<file path="src/rtl/dpl_pkg.sv">
// Shared types for the downstream port power and indicator controller.
package dpl_pkg;
    typedef enum logic [1:0] {
        IND_AUTO  = 2'd0,
        IND_AMBER = 2'd1,
        IND_GREEN = 2'd2,
        IND_OFF   = 2'd3
    } ind_mode_e;
endpackage

</file>
<file path="src/rtl/dpl_oc_filter.sv">
// Over-current filter for one port: synchronises the active-low pin and
// reports a fault once it has been low for DEB_CYC consecutive cycles.
// Assumes the pin is asynchronous to clk; release is recognised at once.
module dpl_oc_filter #(
    parameter int DEB_CYC = 96000
) (
    input  logic clk,
    input  logic rst_n,
    input  logic oc_n_i,
    output logic oc_o
);
    localparam int CW = $clog2(DEB_CYC + 1);

    logic [1:0]    sync_q;
    logic [CW-1:0] cnt_q;

    // Two-stage synchroniser and saturating low-time counter.
    always_ff @(posedge clk) begin
        if (!rst_n) begin
            sync_q <= 2'b11;
            cnt_q  <= '0;
        end else begin
            sync_q <= {sync_q[0], oc_n_i};
            if (sync_q[1])
                cnt_q <= '0;
            else if (cnt_q != CW'(DEB_CYC))
                cnt_q <= cnt_q + 1'b1;
        end
    end

    assign oc_o = (cnt_q == CW'(DEB_CYC));


    flt_needs_low_chk: assert property (@(posedge clk) disable iff (!rst_n)
        $rose(oc_o) |-> !$past(sync_q[1]));
endmodule

</file>
<file path="src/rtl/dpl_pwr_ctrl.sv">
// Power and over-current state for all ports: per-port trip latches,
// status and sticky change bits, grouped-mode merging and active masking.
// Assumes filtered over-current inputs; pins are formed by the parent.
module dpl_pwr_ctrl #(
    parameter int NPORT = 4
) (
    input  logic             clk,
    input  logic             rst_n,
    input  logic [NPORT-1:0] oc_flt_i,
    input  logic             gang_i,
    input  logic [NPORT-1:0] active_i,
    input  logic [NPORT-1:0] pwr_req_i,
    input  logic [NPORT-1:0] oc_clr_i,
    output logic [NPORT-1:0] pwr_on_o,
    output logic [NPORT-1:0] pin_on_o,
    output logic [NPORT-1:0] oc_status_o,
    output logic [NPORT-1:0] oc_change_o
);
    logic [NPORT-1:0] eff_oc, req_eff, trip_q, status_q, change_q;
    logic             grp_req, grp_on;

    assign grp_req = |(pwr_req_i & active_i);
    assign grp_on  = |pwr_on_o;

    for (genvar i = 0; i < NPORT; i++) begin : g_port
        // Fault and request seen by this port, per grouping mode.
        always_comb begin
            eff_oc[i]  = active_i[i] & (gang_i ? oc_flt_i[0] : oc_flt_i[i]);
            req_eff[i] = gang_i ? grp_req : pwr_req_i[i];
        end

        // Trip latch, status and sticky change bit.
        always_ff @(posedge clk) begin
            if (!rst_n) begin
                trip_q[i]   <= 1'b0;
                status_q[i] <= 1'b0;
                change_q[i] <= 1'b0;
            end else begin
                if (eff_oc[i])
                    trip_q[i] <= 1'b1;
                else if (!req_eff[i])
                    trip_q[i] <= 1'b0;
                status_q[i] <= eff_oc[i];
                change_q[i] <= (eff_oc[i] != status_q[i]) |
                               (change_q[i] & ~oc_clr_i[i]);
            end
        end

        // Logical power state and the pin it lands on.
        always_comb begin
            pwr_on_o[i] = active_i[i] & req_eff[i] & ~trip_q[i];
            if (gang_i)
                pin_on_o[i] = (i == 0) ? grp_on : 1'b0;
            else
                pin_on_o[i] = pwr_on_o[i];
        end


        trip_off_chk: assert property (@(posedge clk) disable iff (!rst_n)
            $rose(status_q[i]) |-> !pwr_on_o[i]);

        chg_on_rise_chk: assert property (@(posedge clk) disable iff (!rst_n)
            $rose(status_q[i]) |-> change_q[i]);

        inactive_off_chk: assert property (@(posedge clk) disable iff (!rst_n)
            !active_i[i] |-> !pin_on_o[i] || gang_i);
    end

    assign oc_status_o = status_q;
    assign oc_change_o = change_q;
endmodule

</file>
<file path="src/rtl/dpl_led_drv.sv">
// Indicator driver: resolves each port's two-bit selector into green and
// amber pins, with suspend blanking, amber suppression and active masking.
// Assumes the power and status inputs come from dpl_pwr_ctrl.
module dpl_led_drv
    import dpl_pkg::*;
#(
    parameter int NPORT = 4
) (
    input  logic               clk,
    input  logic               rst_n,
    input  logic [2*NPORT-1:0] ind_sel_i,
    input  logic [NPORT-1:0]   pwr_on_i,
    input  logic [NPORT-1:0]   port_en_i,
    input  logic [NPORT-1:0]   port_err_i,
    input  logic [NPORT-1:0]   oc_status_i,
    input  logic [NPORT-1:0]   active_i,
    input  logic               suspend_i,
    input  logic               eeprom_present_i,
    output logic [NPORT-1:0]   green_o,
    output logic [NPORT-1:0]   amber_o
);
    for (genvar i = 0; i < NPORT; i++) begin : g_led
        ind_mode_e mode;
        logic      g_raw, a_raw;

        assign mode = ind_mode_e'(ind_sel_i[2*i +: 2]);

        // Colour chosen by the selector before gating.
        always_comb begin
            g_raw = 1'b0;
            a_raw = 1'b0;
            unique case (mode)
                IND_AUTO: begin
                    a_raw = oc_status_i[i] | port_err_i[i];
                    g_raw = ~a_raw & pwr_on_i[i] & port_en_i[i];
                end
                IND_AMBER: a_raw = 1'b1;
                IND_GREEN: g_raw = 1'b1;
                IND_OFF:   ;
            endcase
        end

        // Gating by suspend, active count and memory presence.
        always_comb begin
            green_o[i] = g_raw & active_i[i] & ~suspend_i;
            amber_o[i] = a_raw & active_i[i] & ~suspend_i & ~eeprom_present_i;
        end


        one_colour_chk: assert property (@(posedge clk) disable iff (!rst_n)
            !(green_o[i] && amber_o[i]));
    end


    suspend_dark_chk: assert property (@(posedge clk) disable iff (!rst_n)
        suspend_i |-> (green_o == '0) && (amber_o == '0));

    amber_mem_chk: assert property (@(posedge clk) disable iff (!rst_n)
        eeprom_present_i |-> (amber_o == '0));
endmodule

</file>
<file path="src/rtl/dsport_pwr_led.sv">
// Downstream port power and indicator controller top: per-port over-current
// filters, power/status state, indicator drivers and pin polarity.
// Assumes configuration straps are static while ports are powered.
module dsport_pwr_led #(
    parameter int NPORT   = 4,
    parameter int DEB_CYC = 96000,
    localparam int CNTW   = $clog2(NPORT + 1)
) (
    input  logic               clk,
    input  logic               rst_n,
    input  logic [NPORT-1:0]   oc_n_i,
    input  logic               gang_mode_i,
    input  logic               pwr_pol_hi_i,
    input  logic [CNTW-1:0]    port_cnt_i,
    input  logic [NPORT-1:0]   pwr_req_i,
    input  logic [NPORT-1:0]   port_en_i,
    input  logic [NPORT-1:0]   port_err_i,
    input  logic [2*NPORT-1:0] ind_sel_i,
    input  logic               suspend_i,
    input  logic               eeprom_present_i,
    input  logic [NPORT-1:0]   oc_clr_i,
    output logic [NPORT-1:0]   pwr_en_o,
    output logic [NPORT-1:0]   led_green_o,
    output logic [NPORT-1:0]   led_amber_o,
    output logic [NPORT-1:0]   oc_status_o,
    output logic [NPORT-1:0]   oc_change_o
);
    logic [NPORT-1:0] oc_flt, active, pwr_on, pin_on;

    for (genvar i = 0; i < NPORT; i++) begin : g_in
        // Port is in use when its index is below the active count.
        assign active[i] = (port_cnt_i > CNTW'(i));

        dpl_oc_filter #(.DEB_CYC(DEB_CYC)) u_flt (
            .clk    (clk),
            .rst_n  (rst_n),
            .oc_n_i (oc_n_i[i]),
            .oc_o   (oc_flt[i])
        );
    end

    dpl_pwr_ctrl #(.NPORT(NPORT)) u_pwr (
        .clk         (clk),
        .rst_n       (rst_n),
        .oc_flt_i    (oc_flt),
        .gang_i      (gang_mode_i),
        .active_i    (active),
        .pwr_req_i   (pwr_req_i),
        .oc_clr_i    (oc_clr_i),
        .pwr_on_o    (pwr_on),
        .pin_on_o    (pin_on),
        .oc_status_o (oc_status_o),
        .oc_change_o (oc_change_o)
    );

    dpl_led_drv #(.NPORT(NPORT)) u_led (
        .clk              (clk),
        .rst_n            (rst_n),
        .ind_sel_i        (ind_sel_i),
        .pwr_on_i         (pwr_on),
        .port_en_i        (port_en_i),
        .port_err_i       (port_err_i),
        .oc_status_i      (oc_status_o),
        .active_i         (active),
        .suspend_i        (suspend_i),
        .eeprom_present_i (eeprom_present_i),
        .green_o          (led_green_o),
        .amber_o          (led_amber_o)
    );

    // Apply the strapped switch polarity to every enable pin.
    always_comb begin
        for (int i = 0; i < NPORT; i++)
            pwr_en_o[i] = pwr_pol_hi_i ? pin_on[i] : ~pin_on[i];
    end


    gang_pins_idle_chk: assert property (@(posedge clk) disable iff (!rst_n)
        gang_mode_i |-> (pwr_en_o[NPORT-1:1] == {(NPORT-1){~pwr_pol_hi_i}}));

    inactive_status_chk: assert property (@(posedge clk) disable iff (!rst_n)
        $stable(port_cnt_i) && !active[NPORT-1] |=> !oc_status_o[NPORT-1]);
endmodule

</file>
<file path="config.mk">
export PLATFORM = sky130hd
export DESIGN_NAME = dsport_pwr_led
export DESIGN_NICKNAME = d
export VERILOG_FILES = /design/src/rtl/dpl_pkg.sv /design/src/rtl/dpl_oc_filter.sv /design/src/rtl/dpl_pwr_ctrl.sv /design/src/rtl/dpl_led_drv.sv /design/src/rtl/dsport_pwr_led.sv
export SDC_FILE = /design/constraint.sdc
export NUM_CORES = 1
export LEC_CHECK = 0
export BUFFER_PORTS_ARGS = -buffer_cell sky130_fd_sc_hd__buf_2
export CAP_MARGIN = 20
export CELL_PAD_IN_SITES_DETAIL_PLACEMENT = 0
export CELL_PAD_IN_SITES_GLOBAL_PLACEMENT = 1
export CORE_MARGIN = 8
export CORE_UTILIZATION = 39
export DETAILED_ROUTE_END_ITERATION = 8
export GPL_TIMING_DRIVEN = 1
export MAX_ROUTING_LAYER = met4
export PLACE_DENSITY_LB_ADDON = 0.08
export REMOVE_ABC_BUFFERS = 1
export SETUP_SLACK_MARGIN = 0.2
export SYNTH_ARGS = -nofsm -noshare
export SYNTH_HDL_FRONTEND = slang
export SYNTH_SLANG_ARGS = --single-unit
</file>
<file path="constraint.sdc">
create_clock -name clk -period 2.19 [get_ports clk]
set_input_delay 0.5475 -clock clk [delete_from_list [all_inputs] [get_ports clk]]
set_output_delay 0.5475 -clock clk [all_outputs]
set_load 0.005 [all_outputs]
</file>
==> results_dict.tcl <==
set metrics [dict create \
    worstSetupPathType "in2out" \
    antenna_found_initial 0 \
    dr.pass1.iters 4 \
    start_kind "input pin" \
    critPathMaxFanout 4 \
    wl_mm 11.4 \
    drive_above_1_share_pct 24.8 \
    fin_worst_skew_ns 0.0126 \
    clock_latency_ns 0.37 \
    grt_max_degree 18 \
    drv_slew 0 \
    synth_edf_count 0 \
    die_h_um 120 \
    post_synth.cell_area_avg_um2 8.46 \
    finalWeightedCongestion 0.866 \
    cts_buffers 9 \
    synthFlopType "dfxtp_1" \
    cts_tree "yes" \
    r2r_setup_slack_ns 0.31 \
    coreArea_um2 10700 \
    relSlewSlack_pct 68.8 \
    cts_buffer_depth 2 \
    layout_commonest_cell "dfxtp_1" \
    vias 3858 \
    grt_pass1_wl_mm 18.7 \
    final_cell_mix "dfxtp_1 (86), nor2_1 (70), buf_2 (49), buf_4 (35)" \
    period_needed_ns 2.47 \
    setup_violations 6 \
    std_cell_rows 38 \
    peakVddDrop_uv 334 \
    ctsHoldBuffers 0 \
    endpoint_kind "output port" \
    power.total_w 0.00310 \
    route.detailed.drc 0 \
    path_clk_slew_ns 0.09 \
    synth-seq-cells 88 \
    portBuffers 56 \
    max_freq_mhz 405 \
    setup_ws_ns -0.280 \
    viasPerCell 5.21 \
    cellPowerDensity_nw_per_um2 566 \
    wire_per_inst_um 15.4 \
    area_growth_pct 28.7 \
    grt_pass1_vias 3821 \
    drt_iter0_markers 268 \
    violations "setup timing" \
    worst_pin_slew_ns 0.467 \
    die_width_um 120 \
    cp_data_arrival_time_ns 1.92 \
    initial_core_util_pct 39.6 \
    netlist-cell-type-count 54 \
    final_nets 640 \
    outcome "complete, but fails checks" \
    synth_cells 503 \
    p_leak_nw 1.95 \
    dp_hpwl_mm 8.10 \
    critical_path_required_ns 1.64 \
    die_area_um2 14500 \
    htreeDepth 3 \
    async_reset_ff_share_pct 0 \
    yosys_warnings 0 \
    timing.max_cap.violations 0 \
    holdCritPathClass "in2reg" \
    final_util_pct 51.0 \
    syn-cell-area_um2 4260 \
    root_buffer "clkbuf_8" \
    grt.overflow.total 0 \
    design_area_um2 5480 \
    ant_nets 0 \
    antenna_cells 0 \
    clock_sinks 88 \
    io_pins 57 \
    final.period_utilization_pct 113 \
    track_usage_pct 16.5 \
    rsz0062_at_grt "yes" \
    post_dp_cell_area_um2 4860 \
    ys_seq_area_share_pct 41.4 \
    finalHoldViolCount 0 \
]
## timing repair
item	in CTS	in global routing
setup endpoints to repair	11	11
setup buffers	8	5
gates resized for setup	48	17
pin swaps	9	14
## power by group
part / switching, W / internal, W / leakage [nW]
combinational: 0.000131 / 0.000136 / 1.13
sequential: 0.00000437 / 0.00161 / 0.712
clock: 0.000596 / 0.000628 / 0.110
total: 0.000731 / 0.00237 / 1.95
## cell type report
| cell class | instances | area, µm² |
|---|---|---|
| sequential | 88 | 1770 |
| inverter | 22 | 82.6 |
| timing repair buffer | 95 | 666 |
| tap | 140 | 175 |
| multi-input combinational | 379 | 2570 |
| fill | 1044 | 5270 |
| clock inverter | 3 | 47.5 |
| clock buffer | 13 | 169 |
## layer usage
metal,part of all wire (%),vias to the layer above,track usage (%)
met1,49,1788,20.9
met3,4.6,22,4.34
li1,-,1954,-
met2,43,94,24.0
met4,2.7,0,7.65
met5,0,-,-
## cells in the mapped netlist (all sizes together) (6+ instances only)
master,instances,area [µm²]
inv,22,82.6
o21ai,18,90.1
a21oi,28,140
clkbuf,14,52.6
nor3,24,120
nand2b,20,125
xor2,25,219
xnor2,26,228
nor2,71,267
or3,14,87.6
dfxtp,88,1760
nand4,14,87.6
and3,10,63.8
and2,6,37.5
nand2,21,78.8
nor4,12,96.3
ha,8,100
nand3,27,140
## worst paths after layout
| kind | startpoint | end | cells after the start |
|---|---|---|---|
| hold reg to reg | g_in[1].u_flt.sync_q[0] | g_in[1].u_flt.sync_q[1] | 1 |
| setup reg to reg | g_in[2].u_flt.cnt_q[3] | u_pwr.oc_change_o[2] | 5 |
| hold / removal | oc_n_i[0] | g_in[0].u_flt.sync_q[0] | 2 |
| setup / recovery | pwr_req_i[2] | pwr_en_o[0] | 8 |
## worst max-delay path: stages
cell and delay, ns:
buf_12 0.11, nor3_4 0.23, buf_4 0.15, o211ai_1 0.11, buf_4 0.17, a221oi_2 0.27
xor2_1 0.19, buf_2 0.14
## flip-flops by register name (all words and copies together), names as in the netlist
name / count
g_in.u_flt.cnt_q: 68
u_pwr.oc_change_o: 4
u_pwr.trip_q: 4
g_in.u_flt.sync_q: 8
u_pwr.oc_status_o: 4
## stage by stage
step | TNS (ns) | setup WS [ns] | hold WS, ns | instances
CTS | -0.884 | -0.223 | 0.329 | 735
floorplan | -0.0659 | -0.0659 | 0.386 | 489
global route | -1.46 | -0.333 | 0.331 | 740
detailed placement | -1.31 | -0.339 | 0.395 | 711
global placement | -1.26 | -0.322 | 0.392 | 711
finish | -1.01 | -0.280 | 0.353 | 740
## cell families after synthesis
group	after synthesis	synth area share, %
muxes	1	0.235
DFF	88	41.4
xor gates and xnor gates	51	10.5
adders and majority gates	8	2.35
and+or+nand+nor	250	32.6
buffers and inverters	36	3.17
AOI/OAI and AO/OA	69	9.82
Power figures use the tool's default switching activity.
